File: config.mk
export PLATFORM = sky130hd
export DESIGN_NAME = sirq_host
export DESIGN_NICKNAME = d
export VERILOG_FILES = /design/src/rtl/sirq_pkg.sv /design/src/rtl/sirq_rst_sync.sv /design/src/rtl/sirq_seq.sv /design/src/rtl/sirq_drive.sv /design/src/rtl/sirq_status.sv /design/src/rtl/sirq_host.sv
export SDC_FILE = /design/constraint.sdc
export NUM_CORES = 1
export LEC_CHECK = 0
export BUFFER_PORTS_ARGS = -buffer_cell sky130_fd_sc_hd__buf_2
export CORE_UTILIZATION = 46
export CTS_BUF_LIST = sky130_fd_sc_hd__clkbuf_2 sky130_fd_sc_hd__clkbuf_4 sky130_fd_sc_hd__clkbuf_8
export DETAILED_ROUTE_END_ITERATION = 7
export GPL_ROUTABILITY_DRIVEN = 0
export PLACE_DENSITY = 0.66
export SLEW_MARGIN = 10
export SYNTH_ARGS = -nofsm -noshare
export SYNTH_HDL_FRONTEND = slang
export SYNTH_SLANG_ARGS = --single-unit
File: constraint.sdc
create_clock -name clk -period 3.65 [get_ports clk]
set_input_delay 0.5475 -clock clk [delete_from_list [all_inputs] [get_ports clk]]
set_output_delay 0.5475 -clock clk [all_outputs]
set_load 0.01 [all_outputs]
File: src/rtl/sirq_pkg.sv
package sirq_pkg;

  typedef enum logic [3:0] {
    ST_IDLE,
    ST_SF_LOW,
    ST_SF_REC,
    ST_SF_TA,
    ST_DATA,
    ST_SP_LOW,
    ST_SP_REC,
    ST_SP_TA,
    ST_QWAIT
  } sirq_state_t;

  // Start frame length in clocks for a given width select
  function automatic int unsigned sf_len(input logic [1:0] sel,
                                         input int unsigned w0,
                                         input int unsigned w1,
                                         input int unsigned w2);
    case (sel)
      2'b00:   sf_len = w0;
      2'b01:   sf_len = w1;
      default: sf_len = w2;
    endcase
  endfunction

endpackage

File: src/rtl/sirq_rst_sync.sv
module sirq_rst_sync (
  input  logic clk,
  input  logic rst_n,
  output logic rst_n_sync
);
  logic [1:0] sync_q;

  always_ff @(posedge clk or negedge rst_n) begin
    if (!rst_n) sync_q <= 2'b00;
    else        sync_q <= {sync_q[0], 1'b1};
  end

  assign rst_n_sync = sync_q[1];
endmodule

File: src/rtl/sirq_seq.sv
module sirq_seq
  import sirq_pkg::*;
#(
  parameter int unsigned NUM_FRAMES = 21,
  parameter int unsigned SF_W0      = 4,
  parameter int unsigned SF_W1      = 6,
  parameter int unsigned SF_W2      = 8,
  parameter int unsigned STOP_QUIET = 2,
  parameter int unsigned STOP_CONT  = 3,
  localparam int unsigned FRAME_W   = $clog2(NUM_FRAMES),
  localparam int unsigned MAX_SF    = (SF_W0 > SF_W1) ? ((SF_W0 > SF_W2) ? SF_W0 : SF_W2)
                                                      : ((SF_W1 > SF_W2) ? SF_W1 : SF_W2),
  localparam int unsigned MAX_LEN   = (MAX_SF > STOP_CONT) ? MAX_SF : STOP_CONT,
  localparam int unsigned CNT_W     = $clog2(MAX_LEN + 1)
) (
  input  logic               clk,
  input  logic               rst_n,
  input  logic               en,
  input  logic [1:0]         width_sel,
  input  logic               next_quiet,
  input  logic               line_in,
  output sirq_state_t        state_o,
  output logic               sample_stb,
  output logic [FRAME_W-1:0] frame_idx
);
  localparam logic [FRAME_W-1:0] LAST_FRAME = FRAME_W'(NUM_FRAMES - 1);

  sirq_state_t        state_q, state_d;
  logic [CNT_W-1:0]   cnt_q, cnt_d;
  logic [1:0]         phase_q, phase_d;
  logic [FRAME_W-1:0] frame_q, frame_d;
  logic               quiet_q, quiet_d;
  logic [CNT_W-1:0]   sf_full, sf_short;

  assign sf_full  = CNT_W'(sf_len(width_sel, SF_W0, SF_W1, SF_W2) - 1);
  assign sf_short = CNT_W'(sf_len(width_sel, SF_W0, SF_W1, SF_W2) - 2);

  always_comb begin
    state_d = state_q;
    cnt_d   = cnt_q;
    phase_d = phase_q;
    frame_d = frame_q;
    quiet_d = quiet_q;
    if (!en) begin
      state_d = ST_IDLE;
      quiet_d = 1'b0;
    end else begin
      unique case (state_q)
        ST_IDLE: begin
          state_d = ST_SF_LOW;
          cnt_d   = sf_full;
          quiet_d = 1'b0;
        end
        ST_SF_LOW: begin
          if (cnt_q == '0) state_d = ST_SF_REC;
          else             cnt_d   = cnt_q - CNT_W'(1);
        end
        ST_SF_REC: state_d = ST_SF_TA;
        ST_SF_TA: begin
          state_d = ST_DATA;
          phase_d = 2'd0;
          frame_d = '0;
        end
        ST_DATA: begin
          if (phase_q == 2'd2) begin
            phase_d = 2'd0;
            if (frame_q == LAST_FRAME) begin
              state_d = ST_SP_LOW;
              quiet_d = next_quiet;
              cnt_d   = next_quiet ? CNT_W'(STOP_QUIET - 1) : CNT_W'(STOP_CONT - 1);
            end else begin
              frame_d = frame_q + FRAME_W'(1);
            end
          end else begin
            phase_d = phase_q + 2'd1;
          end
        end
        ST_SP_LOW: begin
          if (cnt_q == '0) state_d = ST_SP_REC;
          else             cnt_d   = cnt_q - CNT_W'(1);
        end
        ST_SP_REC: state_d = ST_SP_TA;
        ST_SP_TA: begin
          if (quiet_q) begin
            state_d = ST_QWAIT;
          end else begin
            state_d = ST_SF_LOW;
            cnt_d   = sf_full;
          end
        end
        ST_QWAIT: begin
          if (!line_in) begin
            state_d = ST_SF_LOW;
            cnt_d   = sf_short;
          end
        end
        default: state_d = ST_IDLE;
      endcase
    end
  end

  always_ff @(posedge clk or negedge rst_n) begin
    if (!rst_n) begin
      state_q <= ST_IDLE;
      cnt_q   <= '0;
      phase_q <= 2'd0;
      frame_q <= '0;
      quiet_q <= 1'b0;
    end else begin
      state_q <= state_d;
      cnt_q   <= cnt_d;
      phase_q <= phase_d;
      frame_q <= frame_d;
      quiet_q <= quiet_d;
    end
  end

  assign state_o    = state_q;
  assign sample_stb = (state_q == ST_DATA) && (phase_q == 2'd0);
  assign frame_idx  = frame_q;
endmodule

File: src/rtl/sirq_drive.sv
module sirq_drive
  import sirq_pkg::*;
(
  input  sirq_state_t state,
  output logic        drv_en,
  output logic        drv_val
);
  always_comb begin
    drv_en  = 1'b0;
    drv_val = 1'b1;
    unique case (state)
      ST_SF_LOW, ST_SP_LOW: begin
        drv_en  = 1'b1;
        drv_val = 1'b0;
      end
      ST_SF_REC, ST_SP_REC: begin
        drv_en  = 1'b1;
        drv_val = 1'b1;
      end
      default: begin
        drv_en  = 1'b0;
        drv_val = 1'b1;
      end
    endcase
  end
endmodule

File: src/rtl/sirq_status.sv
module sirq_status #(
  parameter int unsigned NUM_FRAMES = 21,
  localparam int unsigned FRAME_W   = $clog2(NUM_FRAMES)
) (
  input  logic                  clk,
  input  logic                  rst_n,
  input  logic                  sample_stb,
  input  logic [FRAME_W-1:0]    frame_idx,
  input  logic                  line_in,
  output logic [NUM_FRAMES-1:0] status
);
  for (genvar i = 0; i < NUM_FRAMES; i++) begin : g_bit
    logic hit;
    assign hit = sample_stb && (frame_idx == FRAME_W'(i));

    always_ff @(posedge clk or negedge rst_n) begin
      if (!rst_n)   status[i] <= 1'b0;
      else if (hit) status[i] <= ~line_in;
    end
  end
endmodule

File: src/rtl/sirq_host.sv
module sirq_host #(
  parameter int unsigned NUM_FRAMES = 21,
  parameter int unsigned SF_W0      = 4,
  parameter int unsigned SF_W1      = 6,
  parameter int unsigned SF_W2      = 8,
  parameter int unsigned STOP_QUIET = 2,
  parameter int unsigned STOP_CONT  = 3,
  localparam int unsigned FRAME_W   = $clog2(NUM_FRAMES)
) (
  input  logic                  clk,
  input  logic                  rst_n,
  input  logic                  en,
  input  logic [1:0]            sf_width_sel,
  input  logic                  next_quiet,
  input  logic                  line_in,
  output logic                  drv_en,
  output logic                  drv_val,
  output logic [NUM_FRAMES-1:0] irq_status
);
  logic                  rst_n_i;
  sirq_pkg::sirq_state_t st;
  logic                  sample_stb;
  logic [FRAME_W-1:0]    frame_idx;

  sirq_rst_sync u_rst (
    .clk        (clk),
    .rst_n      (rst_n),
    .rst_n_sync (rst_n_i)
  );

  sirq_seq #(
    .NUM_FRAMES (NUM_FRAMES),
    .SF_W0      (SF_W0),
    .SF_W1      (SF_W1),
    .SF_W2      (SF_W2),
    .STOP_QUIET (STOP_QUIET),
    .STOP_CONT  (STOP_CONT)
  ) u_seq (
    .clk        (clk),
    .rst_n      (rst_n_i),
    .en         (en),
    .width_sel  (sf_width_sel),
    .next_quiet (next_quiet),
    .line_in    (line_in),
    .state_o    (st),
    .sample_stb (sample_stb),
    .frame_idx  (frame_idx)
  );

  sirq_drive u_drv (
    .state   (st),
    .drv_en  (drv_en),
    .drv_val (drv_val)
  );

  sirq_status #(
    .NUM_FRAMES (NUM_FRAMES)
  ) u_stat (
    .clk        (clk),
    .rst_n      (rst_n_i),
    .sample_stb (sample_stb),
    .frame_idx  (frame_idx),
    .line_in    (line_in),
    .status     (irq_status)
  );
endmodule

# After elaboration in Yosys (flattened, before gate mapping)
# Index checks and enable logic that the tools add are counted.
# classes
addsub	5
eq_ne	42
muxes	27
bitwise	1
n_reduce_logical	36
# op_table
operator	count
$mux W4	12
$eq A5 B4 Y1 const B	8
$pmux W4 S9	1
$eq A5 B5 Y1 const B	5
$logic_and A1 B1 Y1	22
$eq A5 B3 Y1 const B	4
$pmux W4 S5	1
$eq A4 B3 Y1 const B	4
$eq A5 B2 Y1 const B	2
$mux W5	2
$pmux W5 S2	1
$ne A3 B3 Y1 const B	3
$eq A4 B2 Y1 const B	2
$logic_not A4 Y1	2
$ne A2 B2 Y1 const B	4
$pmux W4 S2	1
$sub A4 B1 Y4 const B	2
$reduce_and A7 Y1	1
$ne A3 B2 Y1 const B	2
$add A5 B1 Y5 const B	1
$eq A5 B1 Y1 const B	1
$logic_not A5 Y1	1
$mux W1	5
$reduce_and A5 Y1	1
other kinds (20)	23
# word_totals
reg_bits	39
input_bits	7
output_inout_bits	23
word_cells	138

# Longest topological paths before layout
# Gate-level depths: netlist of run 1.
# depth
ltp_word	5
ltp_mapped	9
ltp_nobuf	8

# Cells and area by module
# Synthesis of run 1 repeated with hierarchy kept, for this count alone.
# hier_totals
hier_cells	218
area_unflattened_um2	2122.0
# by_module_without_submodules
mod	n_inst	cells_each	area_each_um2	seq_area_each_um2
sirq_seq	1	124	1094.8	400.4
sirq_status	1	87	953.4	525.5
sirq_rst_sync	1	3	53.8	50.0
sirq_drive	1	4	20.0	0.0

# Worst setup path before layout of run 1
# No wires, ideal clock.
# synth_timing
kind	register to register
startpoint	register u_seq.state_q[1] (netlist: u_seq.state_o[1])
endpoint	register u_seq.cnt_q[1]
setup_ns	0.125
arrival_time_ns	1.783
required_ns	3.525
slack_ns	1.742
path_stages_with_launch	9
synth_period_minus_slack_ns	1.908
path_cell_list	dfrtp_1 -> buf_2 -> nor3b_2 -> a21oi_1 -> ha_1 -> nor2b_1 -> o21ai_0 -> o211ai_1 -> mux2_2
# synth_between
elab_chain_cells	4
word_cells_on_any_way	15
cone_classes	eq/ne: 10; mux: 1; reduce/logical: 4
# synth_lines
element	line_no	rtl
start, declared	sirq_seq.sv:28	sirq_state_t state_q, state_d;
start signal, assigned	sirq_seq.sv:110	state_q <= state_d;
$eq A4 B1 Y1 / $eq A4 B3 Y1 (equally long branches)	sirq_seq.sv:48	unique case (state_q)
$reduce_or A2 Y1 (no line)	--	
$reduce_bool A5 Y1 (no line) / $ne A2 B2 Y1 (equally long branches)	--	
$reduce_and A7 Y1 (no line)	--	
end signal, assigned	sirq_seq.sv:111	cnt_q <= cnt_d;
end, declared	sirq_seq.sv:29	logic [CNT_W-1:0] cnt_q, cnt_d;
# Several ways; a longest one is shown, not always the timed one.
# A chain may end at the register's enable or synchronous reset.

# Worst setup path in the final report of run 1
# layout_timing
startpoint	register u_seq.state_q[0] (netlist: u_seq.state_o[0])
endpoint	output port drv_val
# layout_between
elab_chain_cells	3
word_cells_on_any_way	4
cone_classes	eq/ne: 2; mux: 1; reduce/logical: 1
# layout_lines
element	line_no	rtl
$eq A4 B1 Y1 / $eq A4 B3 Y1 (equally long branches)	sirq_drive.sv:11	unique case (state)
$reduce_or A2 Y1 (no line) (*)	--	
$mux W1 (*)	sirq_drive.sv:11	
end, declared	sirq_host.sv:17	output logic drv_val,
# Every way passes the cells marked *; elsewhere a longest branch is shown, timed or not.

==> flow_metrics.tcl, run 1 <==
set metrics [dict create \
    vias_per_cell 5.54 \
    slew_headroom 0.596 \
    dr.pass1.iters 4 \
    finalHoldViolations 0 \
    fmax_ghz 0.464 \
    netlist_instances 212 \
    drt_iter0_markers 100 \
    die_h_um 69.4 \
    worstSetupStartpointType "register" \
    clockBufferDepth 2 \
    pwr_density_cell_mw_per_mm2 400 \
    synth-edff-count 0 \
    drive_gt1_frac 0.217 \
    peakVddDrop_uv 210 \
    worst_pin_slew_ns 0.600 \
    r2r_start "u_seq.state_o[0]" \
    rsz0062_at_grt "no" \
    r2r_slack_ns 1.50 \
    dp_cells 284 \
    tritoncts "done" \
    grt_pass1_wl_um 7320 \
    wl_um 4060 \
    row_count 24 \
    leakage_nw 0.981 \
    path_cells "nor3b_2 -> inv_1 -> buf_2" \
    r2r_end "u_seq.cnt_q[1]" \
    setup_violations 0 \
    critPathRequiredTime_ns 3.10 \
    cts_buffers 5 \
    ioPinCount 30 \
    overflow 0 \
    tns_ns 0 \
    seq_area_frac_synth 0.467 \
    grt_pass1_vias 1541 \
    cts_root_buf "clkbuf_8" \
    fin_crit_sh 0.590 \
    synthToLayoutAreaGrowth_pct 12.8 \
    clk_pin_slew_ns 0.07 \
    coreArea_mm2 0.00435 \
    antenna_cells 0 \
    cts_max_level 2 \
    synth-seq-cells 39 \
    yosysWarnings 0 \
    grt_max_degree 38 \
    track_usage 0.190 \
    dpl.hpwl_um 2860 \
    cts_setup_buffers 0 \
    yosys.cell_types.count 45 \
    async_reset_ff_frac 1.00 \
    drcViolationCount 0 \
    yosysTopAreaCell "dfrtp_1" \
    finalClockSkew_ns 0.00539 \
    synth_top_area_share 0.467 \
    grt_antenna_before_repair 0 \
    cp-end-kind "output port" \
    ys_top_cells_by_count "dfrtp_1, o21ai_0, nand2_1, o31ai_1, inv_1" \
    status "finished, final reports clean" \
    start_util 0.480 \
    cp_data_arrival_time_ns 1.61 \
    clk_latency_ns 0.28 \
    ctsResizeCount 0 \
    synth_ff_type "dfrtp_1" \
    r2r_cells 7 \
    synth.most_common_cell "dfrtp_1" \
    synth_area_leaders "dfrtp_1, o21ai_0, o31ai_1" \
    instances_no_fill 292 \
    finalCriticalPeriod_ns 2.16 \
    vias 1617 \
    die_w_um 69.4 \
    cpPeakStageDelay_ns 0.56 \
    cts_hold_buf 0 \
    routedWlPerCell_um 13.9 \
    drv_cap 0 \
    slew_violations 0 \
    worstSetupPathType "reg2out" \
    io_buffers 29 \
    synth_area_mm2 0.00209 \
    ant_nets 0 \
    nNetsFinal 252 \
    cts.sinks 39 \
    path_max_fanout 14 \
    syn_avg_cell_area_um2 9.85 \
    min_path_type "in2async" \
    crit_slowest_cell "dfrtp_1" \
    syn_nets 225 \
    fp.dieArea_mm2 0.00481 \
]
[cell type report]
cell class / instances / area, µm²
Clock buffer: 7 / 83.8
Clock inverter: 1 / 5.00
Fill cell: 412 / 2000
Inverter: 14 / 52.6
Multi-Input combinational cell: 149 / 1020
Sequential cell: 39 / 976
Tap cell: 52 / 65.1
Timing Repair Buffer: 30 / 153
[worst max-delay path by stage]
stage | start | end | slack, ns | depth (start not counted)
after floorplan | u_seq.state_o[1] | u_seq.cnt_q[1] | 1.74 | 8
after global placement | u_seq.state_o[0] | u_seq.cnt_q[1] | 1.49 | 7
after detailed placement | u_seq.state_o[0] | u_seq.cnt_q[1] | 1.52 | 7
after CTS | u_seq.state_o[0] | drv_val | 1.50 | 3
after global routing | u_seq.state_o[0] | u_seq.cnt_q[1] | 1.26 | 7
final | u_seq.state_o[0] | drv_val | 1.49 | 3
[logic make-up after synthesis]
family                   Yosys count  share of synthesized area
flip-flops                        39                      0.467
buffers and inverters             24                     0.0443
multiplexers                      12                     0.0599
other                              1                    0.00180
AND/OR/NAND/NOR                   67                      0.192
XOR/XNOR                           2                    0.00839
adder cells (fa/ha/maj)            6                     0.0359
AO/OA/AOI/OAI                     61                      0.191
[flip-flops by register name, indices dropped and copies added, names as in the netlist]
signal and count:
u_seq.state_o 4, u_stat.status 21, u_seq.phase_q 2, u_seq.cnt_q 4
u_seq.frame_idx 5, u_rst.sync_q 2, u_seq.quiet_q 1
[report_power, final]
group | internal (mW) | total [mW] | switching [mW]
logic | 0.0750 | 0.158 | 0.0828
clock network | 0.149 | 0.293 | 0.144
registers | 0.460 | 0.490 | 0.0296
total | 0.684 | 0.941 | 0.257
[per-stage QoR]
| stage | util | setup WS (ns) | total power [mW] | hold WS [ns] | cell area (µm²) |
|---|---|---|---|---|---|
| 2_1_floorplan | - | 1.74 | 0.612 | 0.252 | 2090 |
| 3_3_place_gp | 0.520 | 1.49 | 0.655 | 0.309 | 2270 |
| 3_5_place_dp | 0.520 | 1.52 | 0.657 | 0.318 | 2270 |
| 4_1_cts | 0.541 | 1.50 | 0.951 | 0.0229 | 2350 |
| 5_1_grt | 0.541 | 1.26 | 0.995 | 0.0247 | 2350 |
| 6_report | 0.541 | 1.49 | 0.941 | 0.0336 | 2350 |
[placed cells by master, fill, tap and decap left out, drive strengths merged, types with 3 or more instances in the layout]
cell type and count:
a21oi 3, or2 4, dfrtp 39, nor2b 6, o31ai 16, clkbuf 7
inv 14, o21ai 26, buf 30, ha 6, nor2 9, nand3 5
mux2i 8, mux2 4, nor3b 3, nand2b 6, nor3 4, nand2 19
[per-layer routing]
metal | GRT usage | vias to the layer above | wire (µm)
li1 | - | 809 | -
met5 | 0 | - | 0
met2 | 0.286 | 42 | 1760
met1 | 0.271 | 761 | 2070
met3 | 0.0378 | 5 | 174
met4 | 0.0680 | 0 | 51
[critical path, delay by kind of cell, from the launching register on]
family        cells  cell delay [ns]
buf+inv           2             0.31
flops             1             0.56
simple gates      1             0.46
(Power assumes the default switching activity.)
==> inputs of run 2 (changes only) <==
==> constraint.sdc (replaced) <==
create_clock -name clk -period 2.1 [get_ports clk]
set_input_delay 0.315 -clock clk [delete_from_list [all_inputs] [get_ports clk]]
set_output_delay 0.315 -clock clk [all_outputs]
set_load 0.01 [all_outputs]
==> flow_metrics.tcl, run 2 (same netlist as run 1, synthesis figures left out) <==
set metrics [dict create \
    coreArea_mm2 0.00435 \
    ant_nets 0 \
    pwr_density_cell_mw_per_mm2 713 \
    drcViolationCount 0 \
    finalCriticalPeriod_ns 2.00 \
    worstSetupStartpointType "register" \
    largest_reg_flops 21 \
    slew_violations 0 \
    die_h_um 69.4 \
    routedWlPerCell_um 14.4 \
    overflow 0 \
    fp.dieArea_mm2 0.00481 \
    tns_ns 0 \
    regMostFlops "u_stat.status" \
    io_buffers 29 \
    wl_um 4430 \
    tritoncts "done" \
    worstSetupPathType "reg2reg" \
    design_area_mm2 0.00250 \
    peakVddDrop_uv 493 \
    fin_crit_sh 0.954 \
    antenna_cells 0 \
    grt_antenna_before_repair 0 \
    ioPinCount 30 \
    place_area_mm2 0.00236 \
    cts_max_level 2 \
    status "finished, final reports clean" \
    path_max_fanout 9 \
    dr.pass1.iters 4 \
    cp_data_arrival_time_ns 2.19 \
    synthToLayoutAreaGrowth_pct 19.9 \
    layout_common_cells "dfrtp_1, buf_2, o21ai_0" \
    vias_per_cell 5.47 \
    drt_iter0_markers 166 \
    min_path_type "reg2async" \
    finalClockSkew_ns 0.00715 \
    leakage_nw 1.07 \
    final_common_cell "dfrtp_1" \
    grt_pass1_vias 1639 \
    grt_max_degree 38 \
    setup_violations 0 \
    hold_slack_ns 0.294 \
    vias 1680 \
    cts_root_buf "clkbuf_8" \
    track_usage 0.202 \
    fmax_ghz 0.499 \
    die_w_um 69.4 \
    finalHoldViolations 0 \
    clk_pin_slew_ns 0.08 \
    drive_gt1_frac 0.278 \
    cp-end-kind "register" \
    grt_pass1_wl_um 7790 \
    row_count 24 \
    start_util 0.480 \
    dpl.hpwl_um 3190 \
    clockBufferDepth 2 \
    critPathRequiredTime_ns 2.28 \
    cts_buffers 5 \
    nNetsFinal 267 \
    cts.sinks 39 \
    drv_cap 0 \
    clk_latency_ns 0.30 \
]
-- run 2: cell count changes in the layout (fill, tap and decap cells not counted) --
cell,delta
o21ai_1,+2
nand2_2,+3
dfrtp_1,-2
clkbuf_4,-2
dlygate4sd3_1,+1
nand2_1,-3
buf_4,+14
clkinv_4,+1
o21ai_0,-2
bufinv_16,+1
dfrtp_2,+2
-- run 2: area by class of cell --
class	count	area [µm²]
Clock buffer	5	68.8
Clock inverter	3	43.8
Fill cell	386	1850
Inverter	14	52.6
Multi-Input combinational cell	149	1030
Sequential cell	39	978
Tap cell	52	65.1
Timing Repair Buffer	45	268
-- run 2: worst paths after layout --
| kind | from | slack (ns) | cells after the start | to |
|---|---|---|---|---|
| worst max-delay path | u_seq.state_o[1] | 0.1 | 6 | u_stat.status[11] |
| worst min-delay path | u_rst.sync_q[1] | 0.29 | 1 | u_stat.status[10] |
| worst max register to register | u_seq.state_o[1] | 0.1 | 6 | u_stat.status[11] |
| worst min register to register | u_rst.sync_q[1] | 0.29 | 1 | u_stat.status[10] |
| max in group asynchronous | u_rst.sync_q[1] | 1.45 | 1 | u_seq.state_o[0] |
| min in group clk | next_quiet | 0.33 | 3 | u_seq.quiet_q |
-- run 2: repair_timing --
item,CTS,global route
hold buffers,1,0
endpoints found under the hold margin,2,0
setup endpoints to repair,0,15
gates resized for setup,0,7
buffers inserted,0,1
-- run 2: per-layer routing --
metal | routed length (µm) | part of all wire | track usage
met1 | 2240 | 0.51 | 0.284
met2 | 1970 | 0.45 | 0.304
met3 | 192 | 0.043 | 0.0640
met4 | 24 | 0.0054 | 0.0476
met5 | 0 | 0 | 0
-- run 2: worst max-delay path, cell delays in order (launching register included) --
cell     delay [ns]
dfrtp_2        0.46
or4b_4         0.59
nor4_4         0.22
buf_4          0.18
nand2_1        0.13
o21ai_0        0.20
o31ai_1        0.09
-- run 2: stage by stage --
stage | instances | power [mW] | utilization | setup WS, ns
final | 307 | 1.79 | 0.575 | 0.0976
after global routing | 307 | 1.88 | 0.575 | -0.00140
after floorplan | 212 | 1.06 | - | 0.192
after detailed placement | 297 | 1.16 | 0.543 | 0.110
after CTS | 306 | 1.81 | 0.571 | 0.101
after global placement | 297 | 1.16 | 0.543 | 0.143
-- run 2: power by group --
part | internal, mW | switching [mW]
clock network | 0.354 | 0.280
registers | 0.801 | 0.0457
logic | 0.147 | 0.159
==> inputs of run 3 (changes only) <==
--- a/config.mk
+++ b/config.mk
@@ -11,6 +11,7 @@
 export DETAILED_ROUTE_END_ITERATION = 7
 export GPL_ROUTABILITY_DRIVEN = 0
 export PLACE_DENSITY = 0.66
+export SETUP_SLACK_MARGIN = 0.15
 export SLEW_MARGIN = 10
 export SYNTH_ARGS = -nofsm -noshare
 export SYNTH_HDL_FRONTEND = slang
==> flow_metrics.tcl, run 3 (same netlist as run 1, synthesis figures left out) <==
set metrics [dict create \
    vias_per_cell 5.47 \
    routedWlPerCell_um 14.9 \
    finalHoldViolations 0 \
    path_cells "or4b_4 -> nor4_4 -> buf_6 -> nand2_2 -> o21ai_1 -> o31ai_1" \
    crit_slowest_cell "or4b_4" \
    setup_violations 0 \
    die_h_um 69.4 \
    critPathRequiredTime_ns 2.28 \
    leakage_nw 1.15 \
    row_count 24 \
    r2r_start "u_seq.state_o[1]" \
    cts_max_level 2 \
    vias 1713 \
    finalCriticalPeriod_ns 1.95 \
    clockBufferDepth 2 \
    worstSetupStartpointType "register" \
    r2r_end "u_stat.status[11]" \
    slew_violations 0 \
    cp_num_buf_inv 1 \
    cpPeakStageDelay_ns 0.61 \
    cts_root_buf "clkbuf_8" \
    largest_reg_flops 21 \
    r2r_slack_ns 0.15 \
    design_area_mm2 0.00266 \
    pwr_density_cell_mw_per_mm2 689 \
    grt_pass1_vias 1639 \
    cp_data_arrival_time_ns 2.13 \
    clk_latency_ns 0.30 \
    ant_nets 0 \
    path_max_fanout 6 \
    crit_family "simple AND/OR/NAND/NOR gates" \
    dpl.hpwl_um 3190 \
    coreArea_mm2 0.00435 \
    clk_pin_slew_ns 0.08 \
    min_path_type "reg2async" \
    fmax_ghz 0.514 \
    wl_um 4670 \
    drt_iter0_markers 159 \
    fin_crit_sh 0.927 \
    worstSetupPathType "reg2reg" \
    status "finished, final reports clean" \
    antenna_cells 0 \
    drive_gt1_frac 0.372 \
    grt_pass1_wl_um 7790 \
    fp.dieArea_mm2 0.00481 \
    n_fill_cell 366 \
    ioPinCount 30 \
    nNetsFinal 273 \
    grt_antenna_before_repair 0 \
    tns_ns 0 \
    drcViolationCount 0 \
    layout_common_cells "dfrtp_1, buf_2, buf_4" \
    grt_max_degree 38 \
    rsz0062_at_grt "yes" \
    finalClockSkew_ns 0.00827 \
    cts_buffers 5 \
    cp-end-kind "register" \
    final_common_cell "dfrtp_1" \
    cts.sinks 39 \
    overflow 0 \
    tritoncts "done" \
    place_area_mm2 0.00236 \
    start_util 0.480 \
    track_usage 0.202 \
    regMostFlops "u_stat.status" \
    drv_cap 0 \
    r2r_cells 6 \
    dr.pass1.iters 4 \
    synthToLayoutAreaGrowth_pct 27.5 \
    io_buffers 29 \
    die_w_um 69.4 \
    peakVddDrop_uv 498 \
]
## run 3: cell count changes in the layout (fill, tap and decap cells not counted), sizes merged
| cell | before | now |
|---|---|---|
| buf | 44 | 49 |
| clkbuf | 5 | 6 |
## run 3: routing by layer
| metal | wire (µm) | global-route usage | up-vias |
|---|---|---|---|
| met2 | 2120 | 0.304 | 43 |
| li1 | - | - | 847 |
| met3 | 217 | 0.0640 | 7 |
| met4 | 38 | 0.0476 | 0 |
| met1 | 2290 | 0.284 | 816 |
| met5 | 0 | 0 | - |
## run 3: worst max-delay path by stage
stage,startpoint,to,slack [ns],cells past startpoint
floorplan,u_seq.state_o[1],u_seq.cnt_q[1],0.19,8
global placement,u_seq.state_o[0],u_stat.status[10],0.14,5
detailed placement,u_seq.state_o[1],u_stat.status[13],0.11,5
CTS,u_seq.state_o[1],u_stat.status[13],0.10,5
global route,u_seq.state_o[1],u_stat.status[16],0.07,5
finish,u_seq.state_o[1],u_stat.status[11],0.15,6
## run 3: stage by stage
step / util / worst slack, ns / power [mW] / hold WS (ns) / cells
2_1_floorplan: - / 0.192 / 1.06 / 0.0194 / 212
3_3_place_gp: 0.543 / 0.143 / 1.16 / 0.100 / 297
3_5_place_dp: 0.543 / 0.110 / 1.16 / 0.103 / 297
4_1_cts: 0.571 / 0.101 / 1.81 / 0.312 / 306
5_1_grt: 0.611 / 0.0684 / 1.93 / 0.304 / 313
6_report: 0.611 / 0.154 / 1.83 / 0.296 / 313
## run 3: layout make-up
type,instances,area (µm²),share of cell area
flip-flops and latches,39,978,0.367
multi-input cells,149,1140,0.428
clock inverters,3,43.8,0.0164
clock buffers,5,68.8,0.0258
repair buffers,51,314,0.118
well taps,52,65.1,0.0244
inverters,14,52.6,0.0197
## run 3: report_power, final
part / leakage [nW] / switching, mW / total (mW) / internal [mW]
sequential: 0.436 / 0.0491 / 0.850 / 0.801
combinational: 0.657 / 0.176 / 0.349 / 0.173
clock: 0.0581 / 0.282 / 0.636 / 0.354
total: 1.15 / 0.508 / 1.83 / 1.33
## run 3: timing repair
action,in CTS,in global routing
endpoints found under the hold margin,2,0
gates resized for setup,0,47
pin swaps,0,11
hold buffers,1,0
buffers inserted,0,7
setup endpoints to repair,12,23
